<file path="src/rtl/pcu_pkg.sv">
package pcu_pkg;

    typedef enum logic [1:0] {
        EV_OFF   = 2'b00,
        EV_RISE  = 2'b01,
        EV_FALL  = 2'b10,
        EV_PULSE = 2'b11
    } ev_sel_e;

    typedef struct packed {
        logic level;
        logic rise;
        logic fall;
    } pin_evt_t;

    // Stop-after-first applies to the edge modes only.
    function automatic logic stop_effective(ev_sel_e sel, logic stop);
        return stop && (sel != EV_PULSE);
    endfunction

endpackage

</file>
<file path="src/rtl/pcu_pin_sync.sv">
module pcu_pin_sync
    import pcu_pkg::*;
#(
    parameter int SYNC_STAGES = 2
) (
    input  logic     clk,
    input  logic     rst,
    input  logic     pin_raw,
    output pin_evt_t evt
);
    localparam int MSB = SYNC_STAGES - 1;

    logic [MSB:0] chain;
    logic         prev;

    generate
        if (SYNC_STAGES == 1) begin : g_one
            always_ff @(posedge clk) begin
                if (rst) chain <= '0;
                else     chain <= pin_raw;
            end
        end else begin : g_many
            always_ff @(posedge clk) begin
                if (rst) chain <= '0;
                else     chain <= {chain[MSB-1:0], pin_raw};
            end
        end
    endgenerate

    always_ff @(posedge clk) begin
        if (rst) prev <= 1'b0;
        else     prev <= chain[MSB];
    end

    always_comb begin
        evt.level = chain[MSB];
        evt.rise  = chain[MSB] & ~prev;
        evt.fall  = ~chain[MSB] & prev;
    end

endmodule

</file>
<file path="src/rtl/pcu_counter.sv">
module pcu_counter #(
    parameter int CNT_W = 16
) (
    input  logic             clk,
    input  logic             rst,
    input  logic             count_en,
    input  logic             clr_ovf,
    output logic [CNT_W-1:0] cnt,
    output logic             ovf_flag
);
    localparam logic [CNT_W-1:0] CNT_MAX = {CNT_W{1'b1}};

    logic wrap;

    assign wrap = count_en && (cnt == CNT_MAX);

    always_ff @(posedge clk) begin
        if (rst)           cnt <= '0;
        else if (count_en) cnt <= cnt + 1'b1;
    end

    // A wrap wins over a simultaneous clear.
    always_ff @(posedge clk) begin
        if (rst)          ovf_flag <= 1'b0;
        else if (wrap)    ovf_flag <= 1'b1;
        else if (clr_ovf) ovf_flag <= 1'b0;
    end

endmodule

</file>
<file path="src/rtl/pcu_capture_core.sv">
module pcu_capture_core
    import pcu_pkg::*;
#(
    parameter int CNT_W = 16
) (
    input  logic             clk,
    input  logic             rst,
    input  pin_evt_t         evt,
    input  ev_sel_e          sel,
    input  logic             stop_mode,
    input  logic             clr_cap,
    input  logic [CNT_W-1:0] cnt,
    output logic [CNT_W-1:0] capture_val,
    output logic             cap_flag
);
    logic [CNT_W-1:0] start_cnt;
    logic             armed;
    logic             hit_edge;
    logic             hit_pulse;
    logic             blocked;
    logic             accept;
    logic [CNT_W-1:0] next_val;

    always_comb begin
        hit_edge  = ((sel == EV_RISE) && evt.rise) ||
                    ((sel == EV_FALL) && evt.fall);
        hit_pulse = (sel == EV_PULSE) && evt.fall && armed;
        blocked   = stop_effective(sel, stop_mode) && cap_flag && !clr_cap;
        accept    = (hit_edge || hit_pulse) && !blocked;
        next_val  = (sel == EV_PULSE) ? (cnt - start_cnt) : cnt;
    end

    always_ff @(posedge clk) begin
        if (rst) begin
            start_cnt <= '0;
            armed     <= 1'b0;
        end else if ((sel == EV_PULSE) && evt.rise) begin
            start_cnt <= cnt;
            armed     <= 1'b1;
        end else if ((sel != EV_PULSE) || evt.fall) begin
            armed     <= 1'b0;
        end
    end

    always_ff @(posedge clk) begin
        if (rst)         capture_val <= '0;
        else if (accept) capture_val <= next_val;
    end

    always_ff @(posedge clk) begin
        if (rst)          cap_flag <= 1'b0;
        else if (accept)  cap_flag <= 1'b1;
        else if (clr_cap) cap_flag <= 1'b0;
    end

endmodule

</file>
<file path="src/rtl/pulse_capture_unit.sv">
module pulse_capture_unit
    import pcu_pkg::*;
#(
    parameter int CNT_W       = 16,
    parameter int SYNC_STAGES = 2
) (
    input  logic             clk,
    input  logic             rst,
    input  logic             count_en,
    input  logic             pin_raw,
    input  logic [1:0]       ev_sel,
    input  logic             stop_mode,
    input  logic             clr_cap,
    input  logic             clr_ovf,
    output logic [CNT_W-1:0] count_val,
    output logic [CNT_W-1:0] capture_val,
    output logic             pin_level,
    output logic             cap_flag,
    output logic             ovf_flag
);
    pin_evt_t evt;
    ev_sel_e  sel;

    assign sel       = ev_sel_e'(ev_sel);
    assign pin_level = evt.level;

    pcu_pin_sync #(.SYNC_STAGES(SYNC_STAGES)) u_sync (
        .clk     (clk),
        .rst     (rst),
        .pin_raw (pin_raw),
        .evt     (evt)
    );

    pcu_counter #(.CNT_W(CNT_W)) u_cnt (
        .clk      (clk),
        .rst      (rst),
        .count_en (count_en),
        .clr_ovf  (clr_ovf),
        .cnt      (count_val),
        .ovf_flag (ovf_flag)
    );

    pcu_capture_core #(.CNT_W(CNT_W)) u_core (
        .clk         (clk),
        .rst         (rst),
        .evt         (evt),
        .sel         (sel),
        .stop_mode   (stop_mode),
        .clr_cap     (clr_cap),
        .cnt         (count_val),
        .capture_val (capture_val),
        .cap_flag    (cap_flag)
    );

endmodule

</file>
<file path="config.mk">
export PLATFORM = sky130hd
export DESIGN_NAME = pulse_capture_unit
export DESIGN_NICKNAME = d
export VERILOG_FILES = /design/src/rtl/pcu_pkg.sv /design/src/rtl/pcu_pin_sync.sv /design/src/rtl/pcu_counter.sv /design/src/rtl/pcu_capture_core.sv /design/src/rtl/pulse_capture_unit.sv
export SDC_FILE = /design/constraint.sdc
export NUM_CORES = 1
export LEC_CHECK = 0
export ABC_AREA = 1
export CORE_MARGIN = 4
export CORE_UTILIZATION = 60
export DETAILED_ROUTE_END_ITERATION = 6
export DONT_BUFFER_PORTS = 1
export PLACE_DENSITY = 0.76
export SYNTH_ARGS = -nofsm -noshare
export SYNTH_HDL_FRONTEND = slang
export SYNTH_SLANG_ARGS = --single-unit
</file>
<file path="constraint.sdc">
create_clock -name clk -period 4 [get_ports clk]
set_clock_uncertainty 0.05 [all_clocks]
set_input_delay 0.8 -clock clk [delete_from_list [all_inputs] [get_ports clk]]
set_output_delay 0.8 -clock clk [all_outputs]
set_load 0.01 [all_outputs]
</file>
==> results.sh, run 1 <==
export IMPL_power_density_nw_per_um2=297.7
export IMPL_synth_top_family_by_area="simple AND/OR/NAND/NOR gates"
export IMPL_p_leak_nw=1.470
export IMPL_antennaDiodeCount=0
export IMPL_yosysMostFrequentCell="nand2_1"
export IMPL_grt_total_usage_pct=25.19
export IMPL_crit_path_start_kind="input pin"
export IMPL_hold_viol=0
export IMPL_slew_headroom_pct=32.25
export IMPL_syn_area_um2=3191
export IMPL_clk_pin_slew_worst_paths_ns=0.09
export IMPL_fin_crit_ns=2.437
export IMPL_grt_pass1_vias=2691
export IMPL_nNetsFinal=509
export IMPL_setup_ws_ns=1.564
export IMPL_synth_flop_cell="dfxtp_1"
export IMPL_post_cts_resized=0
export IMPL_clk_latency_ns=0.31
export IMPL_ctsHoldBuffers=0
export IMPL_cts_sinks=54
export IMPL_endpoint_kind="flop"
export IMPL_drcViolationCount=0
export IMPL_wire_per_inst_um=14.03
export IMPL_cts_tree="done"
export IMPL_pre_cts_slack_ns=1.293
export IMPL_yosysWarnings=0
export IMPL_wirelength_mm=7.758
export IMPL_rsz0062_at_grt="false"
export IMPL_synthTopCellsByArea="dfxtp_1, nand2_1, a21oi_1"
export IMPL_synth_edf_count=0
export IMPL_start_util_pct=62.07
export IMPL_crit_required_ns=4.15
export IMPL_post_cts_buffers=0
export IMPL_drive_gt1_share_pct=4.762
export IMPL_max_freq_mhz=410.4
export IMPL_drv_cap=0
export IMPL_synthXorXnorAreaFrac_pct=1.373
export IMPL_syn_inst=489
export IMPL_ys_ff_latch=54
export IMPL_crit_slowest_cell="nand2_1"
export IMPL_synth_common_cells="nand2_1, inv_1, a21oi_1"
export IMPL_gp_congestion=0.9316
export IMPL_core_um2=5140
export IMPL_io_pins=44
export IMPL_synth_compound_area_share_pct=18.43
export IMPL_antenna_found_initial=0
export IMPL_critPathMaxFanout=29
export IMPL_die_w_um=80.92
export IMPL_fin_setup_tns_ns=0
export IMPL_antenna_left=0
export IMPL_clockRootBuffer="clkbuf_8"
export IMPL_cts_path_max_buffers=2
export IMPL_cts_made_buffers=5
export IMPL_drt_iter0_markers=216
export IMPL_ir_drop_uv=242.8
export IMPL_synthSimpleGateAreaFrac_pct=27.37
export IMPL_synth_net_count=515
export IMPL_synth_top_area_share_pct=33.88
export IMPL_crit_type="input pin to flop"
export IMPL_io_buffers=0
export IMPL_cp_arrival_ns=2.58
export IMPL_avgSynthCellArea_um2=6.525
export IMPL_grt_pass1_wl_mm=12.93
export IMPL_crit_chain="nand2_1 -> buf_4 -> inv_1 -> nand2_1 -> inv_1 -> o21ai_0 -> a21oi_1"
export IMPL_synth_mux_area_share_pct=0
export IMPL_drt_first_pass_iters=5
export IMPL_setup_viol_count_final=0
export IMPL_post_synth_top_area_cell="dfxtp_1"
export IMPL_grt_overflow_total=0
export IMPL_grt_max_degree=33
export IMPL_async_flop_share_pct=0
export IMPL_dieHeight_um=80.92
export IMPL_cts_max_level=2
export IMPL_fp_row_count=26
export IMPL_ys_seq_area_share_pct=33.88
export IMPL_die_area_um2=6548
export IMPL_period_share_pct=60.91
export IMPL_tightest_slew_ns=1.013
export IMPL_status="complete, no violations"
export IMPL_vias_per_cell=5.392
export IMPL_vias=2982
export IMPL_synthAdderAreaFrac_pct=6.902
export IMPL_dpl_hpwl_mm=5.756
export IMPL_slew_violations=0
export IMPL_hp_class="flop to flop"
export IMPL_slowest_delay_ns=0.76
export IMPL_yosysUniqueCellTypes=31
export IMPL_syn2layout_area_growth_pct=3.647
==> sequential cells by signal, indices dropped and copies added (netlist names) <==
signal and count:
u_cnt.cnt 16, u_cnt.ovf_flag 1, u_core.armed 1, u_core.cap_flag 1, u_core.capture_val 16, u_core.start_cnt 16
u_sync.chain 2, u_sync.prev 1
==> through the flow <==
stage / utilization, % / instances / hold WS (ns) / cell area [um2] / power [mW]
after floorplan: - / 489 / 0.3383 / 3191 / 0.6806
after detailed placement: 62.80 / 546 / 0.3497 / 3228 / 0.7035
after global placement: 62.80 / 546 / 0.3517 / 3228 / 0.7003
final: 64.34 / 553 / 0.3663 / 3307 / 0.9844
after global routing: 64.34 / 553 / 0.4020 / 3307 / 1.037
after CTS: 64.34 / 553 / 0.3708 / 3307 / 0.9910
==> critical path: cells and delay by family <==
kind	cells	cell delay, ns
simple gates	2	0.81
buf+inv	3	0.70
compound gates	2	0.26
==> per-layer routing <==
metal	vias up	track usage, %	part of all wire, %
met1	1346	34.29	47
li1	1545	-	-
met4	0	5.068	0.94
met5	-	0	0
met2	84	41.63	45
met3	7	4.767	6.6
==> final timing paths <==
kind / start / end / slack (ns) / cells past startpoint
setup / recovery: ev_sel[1] / u_core.start_cnt[15] / 1.56 / 7
hold / removal: u_sync.chain[0] / u_sync.chain[1] / 0.37 / 2
setup reg to reg: u_sync.chain[1] / u_core.capture_val[8] / 1.60 / 6
hold reg to reg: u_sync.chain[0] / u_sync.chain[1] / 0.37 / 2
==> final cells by class <==
| type | count | area (um2) |
|---|---|---|
| repair buffers | 1 | 7.507 |
| inverters | 87 | 326.6 |
| flip-flops and latches | 54 | 1081 |
| well taps | 70 | 87.58 |
| clock buffers | 5 | 68.82 |
| fillers | 525 | 1833 |
| multi-input cells | 334 | 1725 |
| clock inverters | 2 | 10.01 |
==> cell usage in the layout, fill, tap and decap left out <==
cell and n:
or2_2 1, inv_1 86, a21oi_1 67, xnor2_1 2, a21oi_2 1, nand4_1 3
nor2_4 3, nand3_2 2, xor2_1 3, clkbuf_8 5, o21ai_0 33, nand3_1 25
o21a_1 2, nor2_2 3, ha_1 16, a31oi_1 3, nor4_1 3, nor2_1 28
nand2_1 120, fa_1 1, o211ai_1 1, nor3_1 7, clkinv_2 2, o211ai_2 1
nand2_2 2, dfxtp_1 54, nand4_2 1, nor3_4 1, clkinv_1 1, o21ai_1 5
buf_4 1
==> report_power, final <==
part	leakage, nW	internal (mW)	total (mW)	switching, mW
clock network	0.0438	0.118	0.292	0.174
logic	0.989	0.0442	0.126	0.0821
registers	0.438	0.551	0.566	0.0152
==> logic make-up after synthesis <==
kind of cell / Yosys count
adders and majority gates: 17
AOI/OAI and AO/OA: 113
DFF: 54
buffers and inverters: 101
and+or+nand+nor: 199
xor gates and xnor gates: 5
No activity file was read; power rests on OpenSTA's default activity.
==> run 2, diff against run 1 <==
Settings changed: ABC_AREA 1 to 0.
Clock period 4 ns to 2.3 ns, I/O delays scaled along.
==> run 2 against run 1 <==
Compared with the run above: combinational power is 12% higher; clock power increased by 120%; worst setup slack worse by 1.5 ns; critical endpoint is now u_core.capture_val[12].
==> results.sh, run 2 <==
export IMPL_wire_per_inst_um=16.28
export IMPL_dpl_hpwl_mm=5.610
export IMPL_pre_cts_slack_ns=-0.03366
export IMPL_core_um2=4817
export IMPL_nNetsFinal=429
export IMPL_cp_arrival_ns=2.50
export IMPL_avgSynthCellArea_um2=7.836
export IMPL_syn2layout_area_growth_pct=11.93
export IMPL_seq_area_um2=1086
export IMPL_wirelength_mm=7.667
export IMPL_async_flop_share_pct=0
export IMPL_syn_area_um2=3040
export IMPL_cts_sinks=54
export IMPL_critPathMaxFanout=4
export IMPL_cts_path_max_buffers=2
export IMPL_yosysWarnings=0
export IMPL_grt_overflow_total=0
export IMPL_grt_max_degree=52
export IMPL_crit_path_start_kind="flop"
export IMPL_ir_drop_uv=314.8
export IMPL_hold_viol=0
export IMPL_grt_pass1_wl_mm=13.23
export IMPL_synth_common_cells="nand2_1, dfxtp_1, a21oi_1"
export IMPL_ys_seq_area_share_pct=35.56
export IMPL_die_w_um=79.19
export IMPL_slew_violations=0
export IMPL_die_area_um2=6270
export IMPL_top_regs="u_cnt.cnt (16), u_core.capture_val (16), u_core.start_cnt (16)"
export IMPL_stdcell_area_um2=3403
export IMPL_yosysMostFrequentCell="nand2_1"
export IMPL_clockRootBuffer="clkbuf_8"
export IMPL_clk_latency_ns=0.31
export IMPL_cts_max_level=2
export IMPL_antennaDiodeCount=0
export IMPL_cts_tree="done"
export IMPL_final_cell_mix="nand2_1, dfxtp_1, a21oi_1"
export IMPL_drt_first_pass_iters=4
export IMPL_tightest_slew_ns=0.4440
export IMPL_rsz0062_at_grt="true"
export IMPL_synth_net_count=414
export IMPL_drt_iter0_markers=216
export IMPL_grt_pass1_vias=2815
export IMPL_setup_ws_ns=0.01574
export IMPL_period_share_pct=99.32
export IMPL_endpoint_kind="flop"
export IMPL_yosysUniqueCellTypes=52
export IMPL_synthTopCellsByArea="dfxtp_1, nand2_1, a21oi_1"
export IMPL_io_pins=44
export IMPL_nFillCells=443
export IMPL_slew_headroom_pct=70.40
export IMPL_crit_required_ns=2.51
export IMPL_final_common_cell="nand2_1"
export IMPL_p_leak_nw=1.342
export IMPL_drive_gt1_share_pct=13.12
export IMPL_post_synth_top_area_cell="dfxtp_1"
export IMPL_synth_edf_count=0
export IMPL_drv_cap=0
export IMPL_finish_utilization_pct=70.65
export IMPL_synth_flop_cell="dfxtp_1"
export IMPL_fp_row_count=25
export IMPL_synth_top_area_share_pct=35.56
export IMPL_antenna_left=0
export IMPL_cts_made_buffers=5
export IMPL_clk_pin_slew_worst_paths_ns=0.11
export IMPL_grt_total_usage_pct=26.81
export IMPL_dieHeight_um=79.19
export IMPL_setup_viol_count_final=0
export IMPL_whs_ns=0.1557
export IMPL_syn_inst=388
export IMPL_vias_per_cell=5.949
export IMPL_hp_class="input pin to flop"
export IMPL_antenna_found_initial=0
export IMPL_stdcell_count=471
export IMPL_crit_type="flop to flop"
export IMPL_fin_crit_ns=2.284
export IMPL_max_freq_mhz=437.8
export IMPL_gp_congestion=0.8924
export IMPL_placed_area_um2=3269
export IMPL_power_density_nw_per_um2=515.4
export IMPL_fin_setup_tns_ns=0
export IMPL_ys_ff_latch=54
export IMPL_dp_cells=462
export IMPL_vias=2802
export IMPL_io_buffers=0
export IMPL_finalPower_mw=1.754
export IMPL_drcViolationCount=0
export IMPL_start_util_pct=63.12
export IMPL_status="complete, no violations"
export IMPL_multiInputGateArea_um2=1843
-- run 2: timing repair --
item	CTS	global route
gates resized for setup	3	1
hold buffers	0	0
setup endpoints to repair	2	4
pin swaps	3	1
buffers inserted	1	0
-- run 2: final cells by class --
class,instances,share of cell area [%]
well taps,67,2.463
clock buffers,5,2.022
clock inverters,3,1.287
inverters,22,2.426
flip-flops and latches,54,31.91
repair buffers,26,5.735
multi-input cells,294,54.15
-- run 2: cell families (layout without fill, tap and decap cells) --
logic type      Yosys count  count (layout)  share of synthesized area (%)
fa+ha+maj                17              17                          7.243
simple gates            149             149                          22.67
flops                    54              54                          35.56
buf+inv                  40              56                          5.021
xor+xnor                 18              18                          5.185
compound gates          103             103                          21.89
mux                       7               7                          2.428
-- run 2: worst paths after layout --
check	slack, ns	depth (start not counted)	endpoint	start
worst max register to register	0.02	9	u_core.capture_val[12]	u_cnt.cnt[0]
worst max-delay path	0.02	9	u_core.capture_val[12]	u_cnt.cnt[0]
worst min register to register	0.40	1	u_sync.chain[1]	u_sync.chain[0]
worst min-delay path	0.16	1	u_core.cap_flag	rst
-- run 2: where the power goes --
group          internal (mW)  total, mW  switching [mW]
Sequential             0.948      0.960          0.0120
Clock                  0.325      0.653           0.328
Combinational         0.0613      0.141          0.0796
-- run 2: per-layer routing --
layer / vias to the layer above / wire [um] / global-route usage [%]
met4: 0 / 217 / 9.966
li1: 1377 / - / -
met1: 1309 / 3110 / 31.50
met3: 19 / 530 / 6.349
met2: 97 / 3807 / 47.14
met5: - / 0 / 0
-- run 2: critical path: stages (launching register included) --
cell and delay, ns:
dfxtp_4 0.36, inv_2 0.04, ha_4 0.15, fa_2 0.33
and2b_4 0.27, o2111ai_4 0.14, a211o_2 0.35, a21o_1 0.19
a211o_1 0.26, a21oi_2 0.11
==> run 3, diff against run 2 <==
--- a/constraint.sdc
+++ b/constraint.sdc
@@ -4,2 +4,2 @@
 set_output_delay 0.46 -clock clk [all_outputs]
-set_load 0.01 [all_outputs]
+set_load 0.05 [all_outputs]
==> run 3 against run 2 <==
Compared with the run above: clock power down 6.6%; sequential power increased by 2%; worst hold slack got worse by 0.0032 ns; global-route usage increased by 0.53 points; final cell count is 1.3% higher; worst setup slack improved by 0.010 ns; non-clock buffer count is 7 higher; flip-flop and latch count did not move; first-iteration DRC count is 1.9% higher; routed wire length increased by 5.4%; maximum frequency grew 0.44%; critical path depth is 1 higher.
==> results.sh, run 3 (synthesized netlist as in run 2, its figures left out) <==
export IMPL_status="complete, no violations"
export IMPL_max_freq_mhz=439.7
export IMPL_endpoint_kind="flop"
export IMPL_fin_crit_ns=2.274
export IMPL_endpoint="u_core.capture_val[10]"
export IMPL_die_area_um2=6270
export IMPL_nNetsFinal=436
export IMPL_rsz0062_at_grt="true"
export IMPL_cts_tree="done"
export IMPL_drv_cap=0
export IMPL_clk_pin_slew_worst_paths_ns=0.10
export IMPL_ctsHoldBuffers=0
export IMPL_drive_gt1_share_pct=15.61
export IMPL_drt_first_pass_iters=5
export IMPL_slowest_delay_ns=0.36
export IMPL_reg2reg_depth=10
export IMPL_crit_type="flop to flop"
export IMPL_cts_path_max_buffers=2
export IMPL_drcViolationCount=0
export IMPL_antenna_found_initial=0
export IMPL_crit_chain="inv_2 -> ha_4 -> fa_2 -> and2b_4 -> o2111ai_4 -> buf_4 -> a21oi_1 -> o21ai_1 -> mux2_1 -> a21oi_1"
export IMPL_min_path_cells=1
export IMPL_slew_violations=0
export IMPL_final_common_cell="nand2_1"
export IMPL_r2r_start="u_cnt.cnt[0]"
export IMPL_antennaDiodeCount=0
export IMPL_core_um2=4817
export IMPL_crit_slowest_cell="dfxtp_4"
export IMPL_period_share_pct=98.88
export IMPL_whs_ns=0.1526
export IMPL_grt_max_degree=52
export IMPL_power_density_nw_per_um2=505.5
export IMPL_ir_drop_uv=383.1
export IMPL_cts_made_buffers=5
export IMPL_critPathMaxFanout=3
export IMPL_setup_viol_count_final=0
export IMPL_cts_sinks=54
export IMPL_dpl_hpwl_mm=5.947
export IMPL_grt_total_usage_pct=27.34
export IMPL_slew_headroom_pct=54.68
export IMPL_wirelength_mm=8.081
export IMPL_crit_path_start_kind="flop"
export IMPL_grt_pass1_vias=2716
export IMPL_r2r_end="u_core.capture_val[10]"
export IMPL_p_leak_nw=1.380
export IMPL_cp_arrival_ns=2.47
export IMPL_die_w_um=79.19
export IMPL_io_pins=44
export IMPL_crit_required_ns=2.50
export IMPL_io_buffers=0
export IMPL_crit_start="u_cnt.cnt[0]"
export IMPL_syn2layout_area_growth_pct=13.99
export IMPL_clk_latency_ns=0.31
export IMPL_grt_pass1_wl_mm=13.36
export IMPL_r2r_setup_slack_ns=0.03
export IMPL_finish_utilization_pct=71.95
export IMPL_vias_per_cell=5.956
export IMPL_dp_cells=467
export IMPL_cts_max_level=2
export IMPL_wire_per_inst_um=16.94
export IMPL_hold_viol=0
export IMPL_stdcell_count=477
export IMPL_clockRootBuffer="clkbuf_8"
export IMPL_fp_row_count=25
export IMPL_top_regs="u_cnt.cnt (16), u_core.capture_val (16), u_core.start_cnt (16)"
export IMPL_tightest_slew_ns=0.6788
export IMPL_gp_congestion=0.9998
export IMPL_drt_iter0_markers=220
export IMPL_crit_path_frequent_cell="a21oi_1"
export IMPL_antenna_left=0
export IMPL_final_cell_mix="nand2_1, dfxtp_1, a21oi_1"
export IMPL_vias=2841
export IMPL_hp_class="input pin to flop"
export IMPL_start_util_pct=63.12
export IMPL_dieHeight_um=79.19
export IMPL_grt_overflow_total=0
-- run 3: final cells by class --
type	instances	area [um2]
tap	67	83.83
inverter	22	82.58
clock buffer	7	107.6
multi-input combinational	294	1852
timing repair buffer	33	247.7
fill	421	1351
sequential	54	1092
-- run 3: report_power, final --
part	switching [mW]	total, mW	leakage [nW]	internal (mW)
registers	0.0298	0.977	0.439	0.947
logic	0.101	0.165	0.885	0.0647
clock network	0.304	0.610	0.0555	0.305
-- run 3: worst min path at each step --
stage	end	slack, ns	start
after floorplan	u_sync.chain[1]	0.36	u_sync.chain[0]
after global placement	u_sync.chain[1]	0.37	u_sync.chain[0]
after detailed placement	u_sync.chain[1]	0.38	u_sync.chain[0]
after CTS	u_core.capture_val[12]	0.15	rst
after global routing	u_core.capture_val[12]	0.14	rst
final	u_sync.chain[1]	0.15	rst
-- run 3: critical path, delay by kind of cell (launching register included) --
family          cells  cell delay [ns]
mux                 1             0.32
fa+ha+maj           2             0.48
simple gates        1             0.28
compound gates      4             0.52
buf+inv             2             0.22
flops               1             0.36
-- run 3: routing by layer --
metal / track usage [%] / vias to the layer above / wire length (um)
met5: 0 / - / 0
met4: 9.107 / 0 / 146
met3: 7.370 / 15 / 647
met2: 43.43 / 110 / 3743
met1: 35.90 / 1323 / 3543
li1: - / 1393 / -
-- run 3: what timing repair did --
item                                    CTS  global route
pin swaps                                 2             1
cloned                                    0             0
endpoints found under the setup margin    2             3
resized for setup                         2             0
setup buffers                             3             0
-- run 3: per-stage QoR --
stage	TNS (ns)	setup WS, ns	total power [mW]	cell area (um2)
6_report	0	0.02574	1.752	3466
5_1_grt	-0.1573	-0.06089	1.815	3466
4_1_cts	0	0.004243	1.757	3466
3_5_place_dp	-0.01918	-0.01862	1.157	3327
3_3_place_gp	0	0.05046	1.152	3327
2_1_floorplan	-0.1264	-0.06878	1.125	3082
